### src/rtl/tap_pkg.sv
`timescale 1ns/1ps
package tap_pkg;
  typedef enum logic [3:0] {
    ST_RESET, ST_IDLE,
    ST_DR_SEL, ST_DR_CAP, ST_DR_SHIFT, ST_DR_EX1, ST_DR_PAUSE, ST_DR_EX2, ST_DR_UPD,
    ST_IR_SEL, ST_IR_CAP, ST_IR_SHIFT, ST_IR_EX1, ST_IR_PAUSE, ST_IR_EX2, ST_IR_UPD
  } tap_state_e;

  typedef enum logic [1:0] {PATH_BYPASS, PATH_ID, PATH_BIST, PATH_BOUND} dr_path_e;

  localparam int OPC_W = 4;
  localparam logic [OPC_W-1:0] OPC_EXTEST  = 4'b0000;
  localparam logic [OPC_W-1:0] OPC_SAMPLE  = 4'b0001;
  localparam logic [OPC_W-1:0] OPC_IDCODE  = 4'b0010;
  localparam logic [OPC_W-1:0] OPC_CLAMP   = 4'b0100;
  localparam logic [OPC_W-1:0] OPC_RUNBIST = 4'b0111;
  localparam logic [OPC_W-1:0] OPC_HIGHZ   = 4'b1000;
  localparam logic [OPC_W-1:0] OPC_BYPASS  = 4'b1111;
  localparam logic [OPC_W-1:0] IR_CAP_PAT  = 4'b0001;
endpackage

### src/rtl/tap_fsm.sv
`timescale 1ns/1ps
module tap_fsm
  import tap_pkg::*;
(
  input  logic       tck,
  input  logic       rst_n,
  input  logic       tms,
  output tap_state_e state
);
  tap_state_e state_d;

  always_comb begin
    state_d = state;
    unique case (state)
      ST_RESET:    state_d = tms ? ST_RESET    : ST_IDLE;
      ST_IDLE:     state_d = tms ? ST_DR_SEL   : ST_IDLE;
      ST_DR_SEL:   state_d = tms ? ST_IR_SEL   : ST_DR_CAP;
      ST_DR_CAP:   state_d = tms ? ST_DR_EX1   : ST_DR_SHIFT;
      ST_DR_SHIFT: state_d = tms ? ST_DR_EX1   : ST_DR_SHIFT;
      ST_DR_EX1:   state_d = tms ? ST_DR_UPD   : ST_DR_PAUSE;
      ST_DR_PAUSE: state_d = tms ? ST_DR_EX2   : ST_DR_PAUSE;
      ST_DR_EX2:   state_d = tms ? ST_DR_UPD   : ST_DR_SHIFT;
      ST_DR_UPD:   state_d = tms ? ST_DR_SEL   : ST_IDLE;
      ST_IR_SEL:   state_d = tms ? ST_RESET    : ST_IR_CAP;
      ST_IR_CAP:   state_d = tms ? ST_IR_EX1   : ST_IR_SHIFT;
      ST_IR_SHIFT: state_d = tms ? ST_IR_EX1   : ST_IR_SHIFT;
      ST_IR_EX1:   state_d = tms ? ST_IR_UPD   : ST_IR_PAUSE;
      ST_IR_PAUSE: state_d = tms ? ST_IR_EX2   : ST_IR_PAUSE;
      ST_IR_EX2:   state_d = tms ? ST_IR_UPD   : ST_IR_SHIFT;
      ST_IR_UPD:   state_d = tms ? ST_DR_SEL   : ST_IDLE;
    endcase
  end

  always_ff @(posedge tck or negedge rst_n) begin
    if (!rst_n) state <= ST_RESET;
    else        state <= state_d;
  end
endmodule

### src/rtl/tap_ir.sv
`timescale 1ns/1ps
module tap_ir
  import tap_pkg::*;
(
  input  logic             tck,
  input  logic             rst_n,
  input  tap_state_e       state,
  input  logic             tdi,
  output logic             ir_lsb,
  output logic [OPC_W-1:0] ir_cur,
  output dr_path_e         dr_path,
  output logic             clamp_o,
  output logic             highz_o,
  output logic             drive_o
);
  logic [OPC_W-1:0] ir_sh;
  logic             sh_cap, sh_en, upd_en, rst_ld;

  assign sh_cap = (state == ST_IR_CAP);
  assign sh_en  = (state == ST_IR_SHIFT);
  assign upd_en = (state == ST_IR_UPD);
  assign rst_ld = (state == ST_RESET);

  always_ff @(posedge tck or negedge rst_n) begin
    if (!rst_n)      ir_sh <= IR_CAP_PAT;
    else if (sh_cap) ir_sh <= IR_CAP_PAT;
    else if (sh_en)  ir_sh <= {tdi, ir_sh[OPC_W-1:1]};
  end

  always_ff @(negedge tck or negedge rst_n) begin
    if (!rst_n)      ir_cur <= OPC_IDCODE;
    else if (rst_ld) ir_cur <= OPC_IDCODE;
    else if (upd_en) ir_cur <= ir_sh;
  end

  assign ir_lsb = ir_sh[0];

  always_comb begin
    dr_path = PATH_BYPASS;
    clamp_o = 1'b0;
    highz_o = 1'b0;
    drive_o = 1'b0;
    case (ir_cur)
      OPC_EXTEST:  begin dr_path = PATH_BOUND; drive_o = 1'b1; end
      OPC_SAMPLE:  dr_path = PATH_BOUND;
      OPC_IDCODE:  dr_path = PATH_ID;
      OPC_RUNBIST: dr_path = PATH_BIST;
      OPC_CLAMP:   begin clamp_o = 1'b1; drive_o = 1'b1; end
      OPC_HIGHZ:   highz_o = 1'b1;
      default:     dr_path = PATH_BYPASS;
    endcase
  end
endmodule

### src/rtl/tap_dr.sv
`timescale 1ns/1ps
module tap_dr
  import tap_pkg::*;
#(
  parameter int          BSR_LEN  = 192,
  parameter logic [31:0] ID_VALUE = 32'h0886_4013
) (
  input  logic               tck,
  input  logic               rst_n,
  input  tap_state_e         state,
  input  dr_path_e           dr_path,
  input  logic               tdi,
  input  logic               bist_pass,
  input  logic [BSR_LEN-1:0] bsr_capture,
  output logic               dr_lsb,
  output logic [BSR_LEN-1:0] bsr_update
);
  localparam int ID_W = 32;

  logic               cap, sh, upd;
  logic               byp_q, bist_q;
  logic [ID_W-1:0]    id_sh;
  logic [BSR_LEN-1:0] bsr_sh;

  assign cap = (state == ST_DR_CAP);
  assign sh  = (state == ST_DR_SHIFT);
  assign upd = (state == ST_DR_UPD) && (dr_path == PATH_BOUND);

  always_ff @(posedge tck or negedge rst_n) begin
    if (!rst_n)                                byp_q <= 1'b0;
    else if (cap && dr_path == PATH_BYPASS)    byp_q <= 1'b0;
    else if (sh && dr_path == PATH_BYPASS)     byp_q <= tdi;
  end

  always_ff @(posedge tck or negedge rst_n) begin
    if (!rst_n)                                bist_q <= 1'b0;
    else if (cap && dr_path == PATH_BIST)      bist_q <= bist_pass;
    else if (sh && dr_path == PATH_BIST)       bist_q <= tdi;
  end

  always_ff @(posedge tck or negedge rst_n) begin
    if (!rst_n)                                id_sh <= '0;
    else if (cap && dr_path == PATH_ID)        id_sh <= ID_VALUE;
    else if (sh && dr_path == PATH_ID)         id_sh <= {tdi, id_sh[ID_W-1:1]};
  end

  generate
    if (BSR_LEN > 1) begin : g_chain
      always_ff @(posedge tck or negedge rst_n) begin
        if (!rst_n)                            bsr_sh <= '0;
        else if (cap && dr_path == PATH_BOUND) bsr_sh <= bsr_capture;
        else if (sh && dr_path == PATH_BOUND)  bsr_sh <= {tdi, bsr_sh[BSR_LEN-1:1]};
      end
    end else begin : g_single
      always_ff @(posedge tck or negedge rst_n) begin
        if (!rst_n)                            bsr_sh <= '0;
        else if (cap && dr_path == PATH_BOUND) bsr_sh <= bsr_capture;
        else if (sh && dr_path == PATH_BOUND)  bsr_sh <= tdi;
      end
    end
  endgenerate

  always_ff @(negedge tck or negedge rst_n) begin
    if (!rst_n)   bsr_update <= '0;
    else if (upd) bsr_update <= bsr_sh;
  end

  always_comb begin
    unique case (dr_path)
      PATH_BYPASS: dr_lsb = byp_q;
      PATH_ID:     dr_lsb = id_sh[0];
      PATH_BIST:   dr_lsb = bist_q;
      PATH_BOUND:  dr_lsb = bsr_sh[0];
    endcase
  end
endmodule

### src/rtl/tap_port.sv
`timescale 1ns/1ps
module tap_port
  import tap_pkg::*;
#(
  parameter int          BSR_LEN  = 192,
  parameter logic [31:0] ID_VALUE = 32'h0886_4013
) (
  input  logic               tck,
  input  logic               trst_n,
  input  logic               tms,
  input  logic               tdi,
  output logic               tdo,
  output logic               tdo_oe,
  input  logic [BSR_LEN-1:0] bsr_capture,
  output logic [BSR_LEN-1:0] bsr_update,
  output logic               bsr_drive,
  output logic               clamp_mode,
  output logic               highz_mode,
  output logic               bist_start,
  input  logic               bist_pass
);
  logic [1:0]       rst_sync;
  logic             rst_n;
  tap_state_e       state;
  logic [OPC_W-1:0] ir_cur;
  dr_path_e         dr_path;
  logic             ir_lsb, dr_lsb;
  logic             in_sh_ir, in_sh_dr;
  logic             idle_prev;

  // assertion asynchronous, release aligned to tck
  always_ff @(posedge tck or negedge trst_n) begin
    if (!trst_n) rst_sync <= 2'b00;
    else         rst_sync <= {rst_sync[0], 1'b1};
  end
  assign rst_n = rst_sync[1];

  tap_fsm u_fsm (
    .tck   (tck),
    .rst_n (rst_n),
    .tms   (tms),
    .state (state)
  );

  tap_ir u_ir (
    .tck     (tck),
    .rst_n   (rst_n),
    .state   (state),
    .tdi     (tdi),
    .ir_lsb  (ir_lsb),
    .ir_cur  (ir_cur),
    .dr_path (dr_path),
    .clamp_o (clamp_mode),
    .highz_o (highz_mode),
    .drive_o (bsr_drive)
  );

  tap_dr #(.BSR_LEN(BSR_LEN), .ID_VALUE(ID_VALUE)) u_dr (
    .tck         (tck),
    .rst_n       (rst_n),
    .state       (state),
    .dr_path     (dr_path),
    .tdi         (tdi),
    .bist_pass   (bist_pass),
    .bsr_capture (bsr_capture),
    .dr_lsb      (dr_lsb),
    .bsr_update  (bsr_update)
  );

  assign in_sh_ir = (state == ST_IR_SHIFT);
  assign in_sh_dr = (state == ST_DR_SHIFT);

  always_ff @(negedge tck or negedge rst_n) begin
    if (!rst_n) begin
      tdo    <= 1'b0;
      tdo_oe <= 1'b0;
    end else begin
      tdo_oe <= in_sh_ir || in_sh_dr;
      if (in_sh_ir)      tdo <= ir_lsb;
      else if (in_sh_dr) tdo <= dr_lsb;
    end
  end

  always_ff @(posedge tck or negedge rst_n) begin
    if (!rst_n) idle_prev <= 1'b0;
    else        idle_prev <= (state == ST_IDLE);
  end

  assign bist_start = (state == ST_IDLE) && !idle_prev && (dr_path == PATH_BIST);
endmodule

### config.mk
export PLATFORM = sky130hd
export DESIGN_NAME = tap_port
export DESIGN_NICKNAME = d
export VERILOG_FILES = /design/src/rtl/tap_pkg.sv /design/src/rtl/tap_fsm.sv /design/src/rtl/tap_ir.sv /design/src/rtl/tap_dr.sv /design/src/rtl/tap_port.sv
export SDC_FILE = /design/constraint.sdc
export NUM_CORES = 1
export LEC_CHECK = 0
export BUFFER_PORTS_ARGS = -buffer_cell sky130_fd_sc_hd__buf_2
export CAP_MARGIN = 20
export CORE_ASPECT_RATIO = 2
export CORE_MARGIN = 4
export CORE_UTILIZATION = 30
export DETAILED_ROUTE_END_ITERATION = 8
export GPL_TIMING_DRIVEN = 0
export PLACE_DENSITY = 0.45
export SKIP_CTS_REPAIR_TIMING = 1
export SLEW_MARGIN = 25
export SYNTH_ARGS = -nofsm -noshare
export SYNTH_HDL_FRONTEND = slang
export SYNTH_SLANG_ARGS = --single-unit
### constraint.sdc
create_clock -name tck -period 15.4 [get_ports tck]
set_input_delay 1.54 -clock tck [delete_from_list [all_inputs] [get_ports tck]]
set_output_delay 1.54 -clock tck [all_outputs]
set_load 0.05 [all_outputs]
==> After elaboration in Yosys (flattened, before gate mapping) <==
Index checks and enable logic that the tools add are counted.
{ "totals": {"ff_bits": 435, "output_inout_bits": 198, "word_cells": 95, "input_bits": 197} }
{ "op_classes": {"eq_ne": 23, "muxes": 32, "n_reduce_logical": 28} }
{ "op_table": {"columns": ["operator", "count"], "rows": [
  ["$mux 192", 2],
  ["$mux 32", 2],
  ["$pmux 4 s12", 1],
  ["$eq 4x4->1 const B", 9],
  ["$mux 4", 8],
  ["$eq 4x3->1 const B", 6],
  ["$reduce_bool 2->1", 7],
  ["$eq 4x2->1 const B", 3],
  ["$mux 1", 12],
  ["$logic_and 1x1->1", 11],
  ["$eq 4x1->1 const B", 2],
  ["$logic_not 4->1", 2],
  ["$reduce_or 2->1", 4],
  ["$mux 2", 3],
  ["$mux 3", 2],
  ["$pmux 2 s3", 1],
  ["$eq 2x2->1 const B", 2],
  ["$pmux 1 s4", 1],
  ["$reduce_or 3->1", 1],
  ["$eq 2x1->1 const B", 1],
  ["$logic_not 2->1", 1],
  ["$logic_not 1->1", 1],
  ["$logic_or 1x1->1", 1]
]} }

==> Longest topological paths before layout <==
Gate-level depths: netlist of the first run.
{ "logic_depth": {"ltp_word": 7, "depth_mapped": 8} }

==> Hierarchy <==
Synthesis of the first run repeated with hierarchy kept, for this count alone.
{ "hier_totals": {"cells_unflattened": 1498, "area_unflattened_um2": 20384.6} }
{ "by_module_without_submodules": {"columns": ["module", "n_inst", "cells_per_inst", "area_per_inst_um2"], "rows": [
  ["tap_dr", 1, 1402, 19473.7],
  ["tap_ir", 1, 45, 406.6],
  ["tap_fsm", 1, 37, 314.1],
  ["tap_port", 1, 14, 190.2]
]} }

==> flow_summary.json, run 1 <==
{
  "p_clk_frac": 0.216,
  "dp_hpwl_mm": 45.1,
  "syn_avg_cell_area_um2": 11.0,
  "die_x_um": 186,
  "status": "completed",
  "ios": 395,
  "ys_warn_count": 0,
  "cts.sinks": 435,
  "yosysMostFrequentCell": "nand2_1",
  "drtPass1Iterations": 4,
  "hold_slack_ns": 0.232,
  "via_per_inst": 4.77,
  "r2r_end": "u_dr.bsr_sh[78]",
  "ys_ff_latch": 435,
  "die_h_um": 364,
  "layout.nets": 2366,
  "portBuffers": 393,
  "syn_nets": 1916,
  "grt_pass1_vias": 15500,
  "fin_area_mm2": 0.0237,
  "r2r_start": "u_ir.ir_cur[1]",
  "cpPeakStageDelay_ns": 0.38,
  "grt_pass1_wl_mm": 91.2,
  "drive_gt1_frac": 0.348,
  "finalPower_w": 0.00516,
  "worstSetupPathType": "register to primary output",
  "ys_types": 48,
  "rsz0062_at_grt": "no",
  "setup_viol_count_final": 0,
  "netlist.area_leader.share": 0.312,
  "rr_worst_depth": 7,
  "syn_area_mm2": 0.0190,
  "path_cells": "clkbuf_1 > nand2_1 > nor4_1 > buf_2",
  "dpl-instance-area_mm2": 0.0222,
  "power.share.combinational": 0.414,
  "start_kind": "register",
  "p_sw_w": 0.00223,
  "cts_buffers": 45,
  "synthTopCellsByArea": "dfrtp_1 31%, dfrtn_1 26%, mux2_4 13%",
  "hold_viol": 0,
  "tritoncts": "yes",
  "syn_inst": 1719,
  "cp.required_ns": 13.86,
  "grt_overflow": 0,
  "wl_per_cell_um": 20.0,
  "clock_skew_ns": 0.0514,
  "clkTransAtPathRegs_ns": 0.06,
  "wl_met2_mm": 30.7,
  "core_area_mm2": 0.0628,
  "p_per_area_mw_per_mm2": 218,
  "synth_flop_cell": "dfrtp_1",
  "grt_max_degree": 51,
  "cp.arrival_ns": 9.66,
  "place_inst": 2914,
  "met3_length_mm": 4.14,
  "clockRootBuffer": "clkbuf_16",
  "yosysTopAreaCell": "dfrtp_1",
  "critPathSlowestCell": "dfrtn_1",
  "dieArea_mm2": 0.0675,
  "intPower_w": 0.00293,
  "synthArstFlopShare": 1.00,
  "core.rowCount": 130,
  "maxCapViolations": 0,
  "top_layer_used": "met5",
  "wirelength_mm": 60.0,
  "synth-edff-count": 0,
  "cp_max_fo": 8,
  "irDropWorstVdd_uv": 106,
  "gp_congestion": 0.800,
  "relSlewSlack": 0.615,
  "antenna_found_initial": 11,
  "drc": 0,
  "vias": 14300,
  "final_cells": 3005,
  "endpoint_kind": "primary output",
  "final_antenna_net_count": 0,
  "grt.total_usage": 0.173,
  "dr.first_iter.drc_count": 697,
  "slew_viol_final": 0,
  "start_util": 0.302,
  "wl_met1_mm": 23.3,
  "seq_area_frac_synth": 0.574,
  "regToRegSetupSlack_ns": 5.50,
  "tightest_slew_ns": 0.578,
  "swShare": 0.432,
  "htree_levels": 2,
  "p_leak_nw": 12.5,
  "clk_path_buf_depth": 3,
  "power_frac_seq": 0.370,
  "clkLatencyLatePin_ns": 0.60,
  "synth.top_cells.by_count": "453 x nand2_1, 236 x dfrtp_1, 211 x nor2_1",
  "min_path_type": "register to asynchronous set/reset pin",
  "area_delta_synth_final_pct": 24.8
}
## metrics by stage
step	setup slack, ns	setup TNS (ns)	utilization
after floorplan	0.833	0	-
after global placement	-2.24	-426.57	0.349
after detailed placement	4.75	0	0.353
after CTS	4.14	0	0.377
after global routing	4.00	0	0.377
final	4.20	0	0.377
## registers in the layout (all words and copies together), names as in the netlist
signal           cells
u_dr.id_sh          32
u_ir.ir_sh           4
u_dr.bist_q          1
u_ir.ir_cur          4
u_fsm.state          4
tdo_oe               1
u_dr.bsr_update    192
rst_sync             2
u_dr.bsr_sh        192
idle_prev            1
tdo                  1
u_dr.byp_q           1
## layer usage
| layer | up-vias | track usage |
|---|---|---|
| met4 | 6 | 0.0581 |
| met3 | 97 | 0.0449 |
| met5 | - | 0 |
| li1 | 6730 | - |
| met1 | 7104 | 0.198 |
| met2 | 406 | 0.309 |
## area by class of cell
class                           instances  area [um2]
Multi-Input combinational cell       1150        7110
Tap cell                              792         991
Clock buffer                           70        1350
Inverter                                5        18.8
Antenna cell                            8        20.0
Sequential cell                       435       10900
Clock inverter                         14         136
Fill cell                            6354       39100
Timing Repair Buffer                  403        2210
Buffer                                128         937
## power by group through the flow
stage / registers, W / clock network [W] / logic, W
2_1_floorplan: 0.00264 / 0.000000813 / 0.000834
3_3_place_gp: 0.00194 / 0.000000813 / 0.00212
3_5_place_dp: 0.00193 / 0.000000813 / 0.00216
4_1_cts: 0.00192 / 0.00116 / 0.00217
5_1_grt: 0.00197 / 0.00120 / 0.00231
6_report: 0.00191 / 0.00112 / 0.00214
## how the worst max path moves through the flow
stage / from / slack (ns) / end
finish: u_ir.ir_cur[0] / 4.20 / bist_start
CTS: u_ir.ir_cur[0] / 4.14 / bist_start
global route: u_ir.ir_cur[0] / 4.00 / bist_start
detailed placement: u_ir.ir_cur[0] / 4.75 / bist_start
global placement: rst_sync[1] / -2.24 / u_dr.bsr_update[32]
floorplan: rst_sync[1] / 0.83 / tdo
## cell usage in the layout (no fill, tap or decap), types with 29 or more instances in the layout
| cell type | instances |
|---|---|
| mux2_4 | 162 |
| nor2_1 | 211 |
| clkbuf_16 | 46 |
| a31oi_1 | 192 |
| buf_2 | 446 |
| buf_6 | 47 |
| dfrtp_1 | 235 |
| dfrtn_1 | 197 |
| nand2_1 | 453 |
| clkbuf_1 | 29 |
## cell families after synthesis
kind of cell / share of synthesized area
AOI/OAI and AO/OA: 0.0842
other: 0.000198
and+or+nand+nor: 0.142
muxes: 0.148
buffers and inverters: 0.0506
xor gates and xnor gates: 0.000462
DFF: 0.574
## critical path, delay by kind of cell (launching register included)
family	cells	cell delay (ns)
buffers and inverters	2	0.60
AND/OR/NAND/NOR	2	0.43
flip-flops	1	0.38
No activity file was read; power rests on OpenSTA's default activity.
==> run 2: changes to the inputs <==
--- a/config.mk
+++ b/config.mk
@@ -5,6 +5,7 @@
 export SDC_FILE = /design/constraint.sdc
 export NUM_CORES = 1
 export LEC_CHECK = 0
+export ABC_AREA = 1
 export BUFFER_PORTS_ARGS = -buffer_cell sky130_fd_sc_hd__buf_2
 export CAP_MARGIN = 20
 export CORE_ASPECT_RATIO = 2
@@ -12,7 +13,7 @@
 export CORE_UTILIZATION = 30
 export DETAILED_ROUTE_END_ITERATION = 8
 export GPL_TIMING_DRIVEN = 0
-export PLACE_DENSITY = 0.45
+export PLACE_DENSITY = 0.46
 export SKIP_CTS_REPAIR_TIMING = 1
 export SLEW_MARGIN = 25
 export SYNTH_ARGS = -nofsm -noshare
==> constraint.sdc (replaced) <==
create_clock -name tck -period 9.2 [get_ports tck]
set_input_delay 0.92 -clock tck [delete_from_list [all_inputs] [get_ports tck]]
set_output_delay 0.92 -clock tck [all_outputs]
set_load 0.05 [all_outputs]
==> flow_summary.json, run 2 <==
{
  "status": "completed",
  "grt.total_usage": 0.189,
  "clockRootBuffer": "clkbuf_16",
  "hold_viol": 0,
  "r2r_end": "u_dr.bsr_update[111]",
  "rsz0062_at_grt": "no",
  "ys_types": 27,
  "layout.nets": 3198,
  "final_common_cell": "nand2_1",
  "place_inst": 3832,
  "synth.top_cells.by_count": "679 x nand2_1, 408 x inv_1, 236 x dfrtp_1",
  "drc": 0,
  "p_leak_nw": 14.0,
  "r2r_start": "u_fsm.state[3]",
  "antenna_found_initial": 15,
  "min_path_type": "input port to asynchronous set/reset pin",
  "clock_skew_ns": 0.0680,
  "syn_nets": 2749,
  "grt_pass1_wl_mm": 106,
  "cp.required_ns": 8.28,
  "final_antenna_net_count": 0,
  "start_kind": "register",
  "path_cells": "inv_1 > nor2_1 > nand2_1 > nor3_1 > buf_2",
  "cts_buffers": 44,
  "endpoint_kind": "primary output",
  "maxCapViolations": 0,
  "core_area_mm2": 0.0657,
  "dieArea_mm2": 0.0706,
  "finalPower_w": 0.00751,
  "worstSetupPathType": "register to primary output",
  "final_cell_mix": "679 x nand2_1, 496 x buf_2, 408 x inv_1",
  "wirelength_mm": 67.4,
  "cp.arrival_ns": 6.53,
  "die_x_um": 190,
  "die_h_um": 372,
  "drtPass1Iterations": 5,
  "grt_overflow": 0,
  "relSlewSlack": 0.623,
  "drive_gt1_frac": 0.195,
  "setup_viol_count_final": 0,
  "clkLatencyLatePin_ns": 0.61,
  "synthArstFlopShare": 1.00,
  "cpPeakStageDelay_ns": 0.49,
  "grt_max_degree": 51,
  "synth_flop_cell": "dfrtp_1",
  "netlist.area_leader.share": 0.297,
  "tritoncts": "yes",
  "final_cells": 3919,
  "cts.sinks": 435,
  "slew_viol_final": 0,
  "syn_avg_cell_area_um2": 7.78,
  "grt_pass1_vias": 18800,
  "rr_worst_depth": 6,
  "ys_ff_latch": 435,
  "wl_per_cell_um": 17.2,
  "cp_max_fo": 4,
  "via_per_inst": 4.57,
  "syn_area_mm2": 0.0199,
  "yosysTopAreaCell": "dfrtp_1",
  "area_delta_synth_final_pct": 24.3,
  "syn_inst": 2552,
  "top_regs": "u_dr.bsr_sh (192), u_dr.bsr_update (192), u_dr.id_sh (32)",
  "critPathSlowestCell": "dfrtn_1",
  "tightest_slew_ns": 0.566,
  "htree_levels": 2,
  "gp_congestion": 0.817,
  "yosysMostFrequentCell": "nand2_1",
  "portBuffers": 394,
  "ys_warn_count": 0,
  "start_util": 0.302,
  "seq_area_frac_synth": 0.548,
  "clk_path_buf_depth": 3,
  "irDropWorstVdd_uv": 168,
  "synth-edff-count": 0,
  "vias": 17900,
  "clkTransAtPathRegs_ns": 0.06,
  "core.rowCount": 133,
  "ios": 395,
  "dr.first_iter.drc_count": 897,
  "synthTopCellsByArea": "dfrtp_1 30%, dfrtn_1 25%, nand2_1 13%",
  "dp_hpwl_mm": 51.6,
  "regToRegSetupSlack_ns": 2.57,
  "p_per_area_mw_per_mm2": 304
}
run 2: changes by cell type in the layout (fill, tap and decap cells not counted), sizes merged, moves of 4 or more:
cell,before,now
inv,6,412
o21ai,35,424
nand2,453,681
nand3,4,205
mux2,194,0
a31oi,192,1
clkbuf,86,120
nor2,211,221
a21oi,12,4
buf,515,511
run 2: how the worst max path moves through the flow:
stage | start | endpoint | slack, ns | cells past startpoint
finish | u_ir.ir_cur[2] | bist_start | 1.75 | 5
global route | u_ir.ir_cur[2] | bist_start | 1.62 | 5
CTS | u_ir.ir_cur[2] | bist_start | 1.70 | 5
detailed placement | u_ir.ir_cur[2] | bist_start | 2.33 | 5
global placement | rst_sync[1] | u_dr.bsr_update[45] | -1.51 | 0
floorplan | rst_sync[1] | tdo | 0.50 | 0
run 2: power by group:
group / switching (W) / leakage (nW) / total (W) / internal, W
registers: 0.000465 / 5.20 / 0.00303 / 0.00257
clock network: 0.000801 / 0.743 / 0.00189 / 0.00108
logic: 0.00186 / 8.05 / 0.00259 / 0.000730
run 2: worst max-delay path, delay by kind of cell (launching register included):
family        cells  cell delay (ns)
flops             1             0.49
buf+inv           2             0.40
simple gates      3             0.48
run 2: cell type report:
cell class	count	area [um2]
plain buffers	156	736
diodes	5	12.5
well taps	877	1100
clock inverters	11	116
fillers	7075	41100
clock buffers	72	1380
repair buffers	403	2210
flip-flops and latches	435	10900
multi-input cells	1550	6690
inverters	410	1540
run 2: cells by family (layout without fill, tap and decap cells):
kind of cell	count (synthesis)	count (layout)	share of synthesized area
simple gates	1113	1113	0.226
buf+inv	567	1052	0.115
other cells	1	6	0.000189
flops	435	435	0.548
compound gates	436	436	0.111
run 2: stage by stage:
step / hold WS [ns] / setup TNS, ns / area (um2) / worst slack (ns) / util
floorplan: 0.331 / 0 / 19900 / 0.498 / -
global placement: 0.337 / -270.84 / 22900 / -1.51 / 0.349
detailed placement: 0.263 / 0 / 23200 / 2.33 / 0.352
CTS: 0.0678 / 0 / 24700 / 1.70 / 0.375
global route: 0.0834 / 0 / 24700 / 1.62 / 0.375
finish: 0.115 / 0 / 24700 / 1.75 / 0.375
run 2: per-layer routing:
| layer | vias to the layer above | wire length, um | track usage |
|---|---|---|---|
| met5 | - | 34 | 0 |
| met4 | 6 | 1880 | 0.0556 |
| met3 | 93 | 4580 | 0.0414 |
| met2 | 496 | 33600 | 0.333 |
| met1 | 8547 | 27300 | 0.231 |
| li1 | 8750 | - | - |
